===== config.mk =====
export PLATFORM = sky130hd
export DESIGN_NAME = cpx_xfer_seq
export DESIGN_NICKNAME = d
export VERILOG_FILES = /design/src/rtl/cpx_pkg.sv /design/src/rtl/cpx_ctrl.sv /design/src/rtl/cpx_dpath.sv /design/src/rtl/cpx_xfer_seq.sv
export SDC_FILE = /design/constraint.sdc
export NUM_CORES = 1
export LEC_CHECK = 0
export BUFFER_PORTS_ARGS = -buffer_cell sky130_fd_sc_hd__buf_4
export CORE_MARGIN = 2
export CORE_UTILIZATION = 37
export DETAILED_ROUTE_END_ITERATION = 10
export MAX_ROUTING_LAYER = met4
export PLACE_DENSITY = 0.86
export SYNTH_ARGS = -nofsm -noshare
export SYNTH_HDL_FRONTEND = slang
export SYNTH_SLANG_ARGS = --single-unit

===== constraint.sdc =====
create_clock -name clk -period 3.93 [get_ports clk]
set_input_delay 0.393 -clock clk [delete_from_list [all_inputs] [get_ports clk]]
set_output_delay 0.393 -clock clk [all_outputs]
set_load 0.005 [all_outputs]

===== src/rtl/cpx_pkg.sv =====
package cpx_pkg;

  typedef enum logic {
    ST_IDLE = 1'b0,
    ST_XFER = 1'b1
  } cpxState_t;

  // strobes from control to datapath
  typedef struct packed {
    logic capture;  // latch base index, clear word index
    logic advance;  // a word moved this cycle
    logic write;    // load word into register file
    logic drive;    // put register-file word on the bus
  } cpxStrobe_t;

endpackage


===== src/rtl/cpx_ctrl.sv =====
module cpx_ctrl
  import cpx_pkg::*;
#(
  parameter int CNT_W     = 5,
  parameter int MAX_WORDS = 16
) (
  input  logic             clk,
  input  logic             rstN,
  input  logic             startXfer,
  input  logic             isLoad,
  input  logic             isReg,
  input  logic [CNT_W-1:0] countField,
  input  logic             busEn,
  input  logic             memReqN,
  input  logic             seqInd,
  output cpxStrobe_t       strobe,
  output logic             lastWord
);

  localparam int REM_W = $clog2(MAX_WORDS + 1);

  cpxState_t        stateQ;
  logic [REM_W-1:0] remainQ;
  logic             loadQ;
  logic             regQ;
  logic             grantOk;
  logic             moveNow;

  function automatic logic [REM_W-1:0] clampCount(input logic [CNT_W-1:0] f);
    int v;
    v = int'(f);
    if (v == 0)              return REM_W'(1);
    else if (v > MAX_WORDS)  return REM_W'(MAX_WORDS);
    else                     return REM_W'(v);
  endfunction

  always_comb begin
    grantOk  = busEn && (!regQ || (memReqN && seqInd));
    moveNow  = (stateQ == ST_XFER) && grantOk;
    lastWord = (stateQ == ST_XFER) && (remainQ == REM_W'(1));
    strobe.capture = (stateQ == ST_IDLE) && startXfer;
    strobe.advance = moveNow;
    strobe.write   = moveNow && loadQ;
    strobe.drive   = moveNow && !loadQ;
  end

  always_ff @(posedge clk or negedge rstN) begin
    if (!rstN) begin
      stateQ  <= ST_IDLE;
      remainQ <= '0;
      loadQ   <= 1'b0;
      regQ    <= 1'b0;
    end else if (strobe.capture) begin
      stateQ  <= ST_XFER;
      remainQ <= isReg ? REM_W'(1) : clampCount(countField);
      loadQ   <= isLoad;
      regQ    <= isReg;
    end else if (moveNow) begin
      remainQ <= remainQ - REM_W'(1);
      if (lastWord) stateQ <= ST_IDLE;
    end
  end

endmodule


===== src/rtl/cpx_dpath.sv =====
module cpx_dpath
  import cpx_pkg::*;
#(
  parameter int DATA_W = 32,
  parameter int RF_AW  = 4
) (
  input  logic              clk,
  input  logic              rstN,
  input  cpxStrobe_t        strobe,
  input  logic [RF_AW-1:0]  baseReg,
  input  logic [DATA_W-1:0] busIn,
  input  logic [DATA_W-1:0] rfRdata,
  output logic [DATA_W-1:0] busOut,
  output logic              busOe,
  output logic [RF_AW-1:0]  rfAddr,
  output logic              rfWe,
  output logic [DATA_W-1:0] rfWdata
);

  logic [RF_AW-1:0] baseQ;
  logic [RF_AW-1:0] idxQ;

  always_ff @(posedge clk or negedge rstN) begin
    if (!rstN) begin
      baseQ <= '0;
      idxQ  <= '0;
    end else if (strobe.capture) begin
      baseQ <= baseReg;
      idxQ  <= '0;
    end else if (strobe.advance) begin
      idxQ  <= idxQ + RF_AW'(1);
    end
  end

  always_comb begin
    rfAddr  = baseQ + idxQ;
    rfWe    = strobe.write;
    rfWdata = busIn;
    busOe   = strobe.drive;
    busOut  = strobe.drive ? rfRdata : '0;
  end

endmodule


===== src/rtl/cpx_xfer_seq.sv =====
module cpx_xfer_seq
  import cpx_pkg::*;
#(
  parameter int DATA_W    = 32,
  parameter int RF_AW     = 4,
  parameter int CNT_W     = 5,
  parameter int MAX_WORDS = 16
) (
  input  logic              clk,
  input  logic              rstN,
  input  logic              startXfer,
  input  logic              isLoad,
  input  logic              isReg,
  input  logic [CNT_W-1:0]  countField,
  input  logic [RF_AW-1:0]  baseReg,
  input  logic              busEn,
  input  logic              memReqN,
  input  logic              seqInd,
  input  logic [DATA_W-1:0] busIn,
  output logic [DATA_W-1:0] busOut,
  output logic              busOe,
  output logic              hsA,
  output logic              hsB,
  output logic [RF_AW-1:0]  rfAddr,
  output logic              rfWe,
  output logic [DATA_W-1:0] rfWdata,
  input  logic [DATA_W-1:0] rfRdata
);

  cpxStrobe_t strobe;
  logic       lastWord;

  cpx_ctrl #(.CNT_W(CNT_W), .MAX_WORDS(MAX_WORDS)) u_ctrl (
    .clk(clk), .rstN(rstN), .startXfer(startXfer), .isLoad(isLoad),
    .isReg(isReg), .countField(countField), .busEn(busEn),
    .memReqN(memReqN), .seqInd(seqInd), .strobe(strobe), .lastWord(lastWord)
  );

  cpx_dpath #(.DATA_W(DATA_W), .RF_AW(RF_AW)) u_dpath (
    .clk(clk), .rstN(rstN), .strobe(strobe), .baseReg(baseReg),
    .busIn(busIn), .rfRdata(rfRdata), .busOut(busOut), .busOe(busOe),
    .rfAddr(rfAddr), .rfWe(rfWe), .rfWdata(rfWdata)
  );

  assign hsA = lastWord;
  assign hsB = lastWord;

endmodule


==> results.md, run 1 <==
Finish:
- Relative to the synthesized area, the layout overhead comes to 35.26%.
- The number of inserted diodes is 0.
- The final net count is 311.
- The fill cell instance count of the final layout is 364.
- The share of the core filled with cells in the final layout is 51.91%.
- The post-route netlist has 43.69% of its cells at a drive strength greater than 1.

Worst setup path:
- At the worst endpoint, the required time is 3.54 ns.
- The maximum cell stage delay along the critical path is 0.38 ns.
- The launching element type of the critical path is a flop.
- Walking the worst path, the cells encountered are a21boi_2 > or2_4 > nor2_8 > and2_1 > buf_4.
- STA classifies the critical path endpoint as an output pin.
- The count of buffering cells on the critical path with inverters included is 1.
- The critical path class is reg2out.
- The library cell contributing the largest single delay on the critical path is dfrtp_1.
- The family of cells with the greatest summed delay on the critical path is simple AND/OR/NAND/NOR gates.
- Of all nets on the critical path, the largest fanout is 33.
- At the worst endpoint, the arrival time is 1.73 ns.

Clock network:
- TritonCTS created 3 clock buffers.
- After clock tree synthesis, the clock-pin slew on the worst setup and hold paths is 0.06 ns.
- The number of buffers inserted to repair setup after CTS is 0.
- The number of levels in the clock H-tree is 1.
- The tree is rooted in a clkbuf_8.
- The clock reaches the later pin of the worst-skew pair after 0.25 ns.
- The number of sinks driven by the clock tree is 16.
- The CTS tree is built.
- The maximum clock path buffer count is 2.

Logic synthesis:
- By area the synthesized netlist is led by dfrtp_1, buf_4, and2_1.
- The Yosys step of the flow raised 0 warnings.
- For this run, the register share of the synthesized area comes to 28.50%.
- Dividing the synthesized area by the synthesized cell count gives 8.414 um2.
- Of the post-synthesis cell area, the dominant cell type holds 28.50%.
- The number of synthesized register bits is 16.
- The number of library cell types mapped by synthesis is 33.
- dfrtp_1 takes more of the synthesized area than any other cell.
- The most used flip-flop cell after synthesis is dfrtp_1.
- The combined area of all synthesized cells is 0.001405 mm2.
- The cell count after synthesis is 167.
- The cell with the most instances after synthesis is and2_1.
- By count the netlist is led by and2_1, buf_4, nand2_1.
- When the netlist entered floorplanning its net count stood at 255.
- The synthesized design contains 0 enable-type register cells.
- The share of synthesized flip-flops with an asynchronous set or reset is 100.0%.

Drt:
- The iteration count of the initial detailed-routing pass is 4.
- The DRC violation total after the first TritonRoute iteration is 28.
- The final routed DRC violation total is 0.
- The detailed router placed 1242 vias in this run.
- The via density per instance is 4.600.
- In the final routed layout, each cell accounts on average for 12.74 um.
- The total wire length is 3440 um.
- The antenna violation net count after detailed routing is 0.

Floorplanning:
- The floorplan core area is 0.003661 mm2.
- The width of the die is 65.63 um.
- The floorplan die height is 65.63 um.
- Once the floorplan was initialized, standard cells occupied 38.38% of the core.
- In this run the count of I/O pins placed on the die edge is 153.
- The initialized floorplan defines 22 standard-cell rows.
- The floorplan step defined a die boundary enclosing 0.004307 mm2.

STA:
- The final hold violation count is 0.
- Between clock sinks in the finished design, the worst skew comes to 0.002517 ns.
- The transition time at the pin with the least slew margin is 0.7659 ns.
- The clock period could shrink to 2.120 ns.
- The headroom to the max-slew limit is 48.83%.
- For the final routed database, the setup TNS stands at 0 ns.
- Setup violations remaining at the end of the flow were counted as 0.
- The worst path meets setup with 1.810 ns of slack.
- The number of max-slew violations in the final report is 0.
- The highest attainable clock frequency is 471.6 MHz.
- Setup repair after global routing left no endpoint under its margin.
- The final critical-path share of the clock period is 53.96%.

Placement:
- The number of port buffers is 88.
- The congestion estimate from routability-driven global placement came to 0.7646.
- The post-placement worst setup slack is 2.034 ns.
- The HPWL after detailed placement is 2892 um.

Pwr:
- The worst-case IR drop observed on VDD is 0.0004482 V.
- For this design the static power due to leakage is 1.004 nW.
- The power density over the cells is 589.7 mW/mm2.

Job:
- The tool flagged a number of max-cap violations equal to 0.

GRT:
- The initial antenna violation count is 0.
- The global-route wire length before repair is 5223 um.
- Global routing used 16.19% of the available tracks.
- Summed over all layers, the global routing overflow is 0.
- Entering global routing, the biggest net connects 34 pins.
- The number of global-route vias before repair came to 1208.

Run status:
- The flow ran to the end, and the final reports show no timing, DRC or antenna violations.

Min path:
- The min-delay analysis places its worst path in the category in2reg.
per-layer routing:
metal	wire (um)	vias to the layer above	track usage, %
met1	1279	554	15.96
li1	-	606	-
met4	23	0	5.469
met3	369	2	4.281
met5	0	-	-
met2	1767	80	30.43
stage by stage:
step                      cells  power (mW)  instance area (um2)  hold slack (ns)
after floorplan             167      0.7148                 1405          0.09741
after CTS                   270       1.139                 1901           0.3207
after global routing        270       1.234                 1901           0.3453
final                       270       1.121                 1901           0.3272
after global placement      265      0.9580                 1836           0.2610
after detailed placement    265      0.9864                 1836           0.2642
cell families after synthesis:
family                   count (synthesis)  synth area share, %
AND/OR/NAND/NOR                         73                28.94
buffers and inverters                   45                22.53
AO/OA/AOI/OAI                           17                7.569
flip-flops                              16                28.49
XOR/XNOR                                 8                4.987
adder cells (fa/ha/maj)                  7                6.768
multiplexers                             1               0.7124
flip-flops by register name, indices dropped and copies added, names as in the netlist:
signal and count:
u_ctrl.remainQ 5, u_dpath.baseQ 4, u_dpath.idxQ 4, u_ctrl.loadQ 1, u_ctrl.regQ 1, u_ctrl.stateQ 1
worst reg2reg max path: stages, from the launching register on:
cell and delay [ns]:
dfrtp_1 0.43, nand2b_1 0.38, nor3_1 0.32, and2_1 0.18, o32a_1 0.14
cells in the final DEF (no fill, tap or decap):
cell	synthesis	layout
a21boi_2	1	1
a21o_1	1	1
a21oi_1	5	5
a22oi_1	1	1
and2_1	34	34
buf_4	33	88
clkbuf_8	0	4
dfrtp_1	16	16
dlygate4sd3_1	0	1
fa_1	1	1
ha_1	6	6
inv_1	7	7
mux2i_1	1	1
nand2_1	20	20
nand2_2	1	1
nand2b_1	1	1
nand3_1	4	4
nor2_1	3	3
nor2_2	1	1
nor2_8	1	1
nor2b_1	1	1
nor3_1	3	3
nor4_1	2	2
o21ai_0	5	5
o21ai_1	1	1
o21bai_1	1	1
o31ai_1	1	1
o32a_1	1	1
or2_4	1	1
or3_1	1	1
xnor2_1	6	6
xor2_1	2	2
final timing paths:
kind / from / to / slack, ns / depth (start not counted)
setup / recovery: u_ctrl.regQ / busOut[1] / 1.81 / 5
hold reg to reg: u_ctrl.regQ / u_ctrl.regQ / 0.49 / 2
min in group asynchronous: rstN / u_dpath.idxQ[1] / 0.53 / 2
setup reg to reg: u_ctrl.stateQ / u_ctrl.remainQ[1] / 2.42 / 4
hold / removal: baseReg[3] / u_dpath.baseQ[3] / 0.33 / 3
max in group asynchronous: rstN / u_ctrl.stateQ / 3.21 / 2
power by group:
part	switching (mW)	internal [mW]	total, mW	leakage (nW)
clock network	0.0554	0.0889	0.144	0.0288
registers	0.0807	0.246	0.326	0.192
logic	0.275	0.375	0.650	0.783
cell type report:
type	count	area, um2	area share [%]
multi-input combinational	106	688.2	36.21
tap	48	60.06	3.160
clock buffer	4	55.05	2.897
sequential	16	400.4	21.07
inverter	7	26.28	1.382
timing repair buffer	89	670.6	35.29
timing repair:
item                      CTS  global route
gates resized for setup     0             0
hold buffers                1             0
hold endpoints to repair   16             0
(Power assumes the default switching activity.)
==> run 2: changes to the inputs <==
--- a/config.mk
+++ b/config.mk
@@ -5,12 +5,13 @@
 export SDC_FILE = /design/constraint.sdc
 export NUM_CORES = 1
 export LEC_CHECK = 0
+export ABC_AREA = 1
 export BUFFER_PORTS_ARGS = -buffer_cell sky130_fd_sc_hd__buf_4
 export CORE_MARGIN = 2
-export CORE_UTILIZATION = 37
+export CORE_UTILIZATION = 33
 export DETAILED_ROUTE_END_ITERATION = 10
 export MAX_ROUTING_LAYER = met4
-export PLACE_DENSITY = 0.86
+export PLACE_DENSITY = 0.77
 export SYNTH_ARGS = -nofsm -noshare
 export SYNTH_HDL_FRONTEND = slang
 export SYNTH_SLANG_ARGS = --single-unit
==> constraint.sdc (replaced) <==
create_clock -name clk -period 1.9 [get_ports clk]
set_input_delay 0.19 -clock clk [delete_from_list [all_inputs] [get_ports clk]]
set_output_delay 0.19 -clock clk [all_outputs]
set_load 0.005 [all_outputs]
==> results.md, run 2 <==
Placement:
- The global placement routability congestion is 0.7498 (-1.9%).
- The HPWL after detailed placement is 3215 um (+11%).
- The cell total after placement is 343 (+29%).
- The number of port buffers is 88 (unchanged).

Worst setup path:
- The worst endpoint data arrival time came to 1.60 ns (-0.13 ns).
- The depth of the worst register-to-register path is 7 (+3).
- The worst reg2reg path startpoint is u_ctrl.stateQ.
- The worst setup path is captured at an output pin.
- The register-to-register setup slack is 0.52 ns (-1.90 ns).
- The setup path with the least slack is of type reg2out.
- STA classifies the critical path startpoint as a flop.
- The endpoint of the most critical register-to-register path is u_ctrl.remainQ[2].
- The worst-path maximum fanout is 5 (-85%).
- The critical path data required time is 1.71 ns (-1.83 ns).

GRT:
- The largest net degree at the start of global routing is 34 (unchanged).
- The initial antenna violation count came to 0 (unchanged).
- The number of global-route vias before repair came to 1308 (+8.3%).
- The total routing resource utilization after global routing is 14.04% (-2.1 points).
- The global-route wire length before repair is 5802 um (+11%).
- The leftover overflow at the end of global routing is 0 (unchanged).

STA:
- The headroom to the max-slew limit is 71.18% (+22 points).
- The sum of negative setup slack came to 0 ns (unchanged).
- The transition time at the pin with the least slew margin is 0.4319 ns (-0.3341 ns).
- The clock period minus worst slack is 1.793 ns.
- Of the available clock period, the critical path in the final layout requires 94.37%.
- The final hold violation count is 0 (unchanged).
- The worst clock skew on the final layout is 0.004115 ns (+0.001597 ns).
- The number of max-slew violations in the final report is 0 (unchanged).
- The number of setup violations in the final report is 0 (unchanged).
- For this run, the top clock speed supported by timing is 557.7 MHz.
- Setup repair after global routing left no endpoint under its margin.

Logic synthesis:
- The portion of the post-synthesis area used by sequential elements came to 25.06% (-3.4 points).
- The combined area of all synthesized cells was 0.001598 mm2 (+14%).
- The number of library cell types mapped by synthesis is 21 (-36%).
- The number of synthesized flops with an enable pin is 0 (unchanged).
- The average cell area after synthesis is 6.713 um2 (-20%).
- The dominant combinational cell family by area after synthesis is simple AND/OR/NAND/NOR gates.
- The xor and xnor fraction of the mapped netlist area is 2.193% (-2.8 points).
- The adder-cell share of the synthesized area is 5.951% (-0.82 points).
- By instance count, the leading cell after synthesis is inv_1.
- The cell count after synthesis came to 238 (+43%).
- The share of synthesized area spent on multiplexers is 0% (-0.71 points).
- The most used flip-flop cell after synthesis is dfrtp_1.
- The number of warnings printed during yosys synthesis was 0 (unchanged).
- The total nets after synthesis is 326 (+28%).
- Of all cell types, the one taking the most synthesized area is dfrtp_1.
- In the synthesized netlist, the cells that appear most often are inv_1, nand2_1, buf_4.
- The share of synthesized flip-flops with an asynchronous set or reset came to 100.0% (unchanged).
- The post-synthesis share of cell area spent on and, or, nand and nor gates is 31.87% (+2.9 points).
- The area share of the largest cell type after synthesis was 25.06% (-3.4 points).
- The complex-gate fraction of the synthesized area was 3.837% (-3.7 points).
- The number of synthesized register bits is 16 (unchanged).
- Ranked by total cell area, the synthesized netlist is headed by dfrtp_1, buf_4, inv_1.

Finish:
- In the layout the commonest cells are buf_4, inv_1, nand2_1.
- Relative to the synthesized area, the layout overhead comes to 32.11%.
- The number of flip-flops in the largest register was 5 (unchanged).
- The most common library cell in the layout ignoring fill and taps is buf_4.
- The fill cell instance count of the final layout is 476 (+31%).
- In the final layout, the registers with the most flip-flops are u_ctrl.remainQ x5, u_dpath.baseQ x4, u_dpath.idxQ x4.
- The final net count is 383 (+23%).
- More flip-flops sit in one register than any other, and that register is u_ctrl.remainQ.
- The layout cell share with drive strength beyond 1 is 43.54% (-0.16 points).
- The number of inserted diodes is 0 (unchanged).
- The final cell count without fillers is 348 (+29%).

Min path:
- The cell depth of the worst hold path is 3 (unchanged).
- The end of the worst hold path is u_dpath.baseQ[3].
- The tightest min-delay check is of the in2reg type.
- The startpoint of the worst hold path is baseReg[3].

Job:
- The reported max-cap violation count is 0 (unchanged).

Drt:
- The via density per instance is 4.236 (-7.9%).
- The iteration count of the initial detailed-routing pass is 4 (unchanged).
- The final routed DRC violation total came to 0 (unchanged).
- The antenna violation net count after detailed routing is 0 (unchanged).
- The detailed-route via count was 1474 (+19%).
- The total wire length is 3756 um (+9.2%).
- The DRC violation total after the first TritonRoute iteration is 54 (+93%).
- The average wire length per cell after detail routing was 10.79 um (-15%).

Clock network:
- In this run the clock root is driven by a clkbuf_8.
- The number of levels in the clock H-tree was 1 (unchanged).
- The CTS buffer count is 3 (unchanged).
- The number of buffers inserted to repair setup after CTS was 0 (unchanged).
- The CTS tree is built.
- The number of sinks driven by the clock tree is 16 (unchanged).
- The clock latency at the later pin of the worst-skew pair is 0.25 ns (about the same).
- The maximum clock path buffer count is 2 (unchanged).
- The clock edge transition at the registers on the reported setup and hold paths is 0.06 ns (about the same).

Floorplanning:
- The effective utilization at floorplan is 34.05% (-4.3 points).
- The floorplan die height is 73.58 um (+12%).
- The die area came to 0.005414 mm2 (+26%).
- The width of the die is 73.58 um (+12%).
- The floorplan row count came to 25 (+14%).
- The floorplan core area came to 0.004692 mm2 (+28%).
- The number of I/O pins is 153 (unchanged).

Pwr:
- The highest ir drop seen on vdd is 0.0004136 V (-7.7%).
- The power density over the cells was 1117 mW/mm2 (+89%).
- The static leakage is 1.279 nW (+27%).

Run status:
- The flow ran to the end, and the final reports show no timing, DRC or antenna violations.
run 2: cell types whose count changed after synthesis, sizes merged, moves of 2 or more:
cell	change
and2	-34
xnor2	-3
nor3	-3
inv	+47
nand2	+24
nand3	+4
nor2	+48
nor4	-2
run 2: power breakdown:
group          switching (mW)  total, mW  internal, mW
Sequential              0.136      0.634         0.497
Clock                   0.116      0.300         0.184
Combinational           0.733       1.42         0.692
Total                   0.985       2.36          1.37
run 2: worst max-delay path by stage:
stage | cells after the start | slack, ns | startpoint | endpoint
final | 5 | 0.11 | u_dpath.idxQ[0] | rfAddr[2]
after global routing | 5 | 0.02 | u_dpath.idxQ[0] | rfAddr[2]
after CTS | 7 | 0.08 | u_ctrl.stateQ | busOut[31]
after detailed placement | 5 | 0.35 | u_dpath.idxQ[0] | rfAddr[2]
after global placement | 7 | 0.39 | u_ctrl.stateQ | busOut[31]
after floorplan | 4 | 0.56 | u_dpath.idxQ[0] | rfAddr[2]
run 2: cell families after synthesis:
| kind of cell | count (synthesis) |
|---|---|
| buffers and inverters | 92 |
| AOI/OAI and AO/OA | 12 |
| and+or+nand+nor | 107 |
| adders and majority gates | 7 |
| DFF | 16 |
| xor gates and xnor gates | 4 |
run 2: timing repair:
action | 4_1_cts | 5_1_grt
endpoints found under the setup margin | 0 | 3
hold buffers | 1 | 0
resized for setup | 0 | 1
hold endpoints to repair | 16 | 0
run 2: worst max-delay path: stages (launching register included):
cell and delay [ns]:
dfrtp_1 0.43, ha_1 0.21, inv_1 0.06, fa_1 0.37, xnor2_1 0.17, buf_4 0.13
run 2: layout make-up:
class / instances / area (um2) / share of cell area, %
Multi-Input combinational cell: 130 / 709.4 / 33.61
Timing Repair Buffer: 89 / 670.6 / 31.77
Sequential cell: 16 / 400.4 / 18.97
Inverter: 55 / 207.7 / 9.840
Tap cell: 54 / 67.56 / 3.201
Clock buffer: 4 / 55.05 / 2.608
run 2: per-layer routing:
metal  part of all wire (%)  track usage [%]  vias to the layer above
met5                      0                -                        -
met4                   0.72            4.242                        0
met3                     11            4.115                        2
met2                     50            23.91                       85
met1                     38            15.85                      622
li1                       -                -                      765
run 2: through the flow:
step	area (um2)	utilization [%]	worst slack [ns]	total power, mW	hold slack [ns]
floorplan	1598	-	0.5639	1.551	-0.1056
global placement	2037	43.41	0.3902	2.012	0.05988
detailed placement	2037	43.41	0.3524	2.072	0.06269
CTS	2102	44.80	0.08238	2.380	0.1301
global route	2111	44.99	0.01949	2.623	0.1434
finish	2111	44.99	0.1071	2.358	0.1312
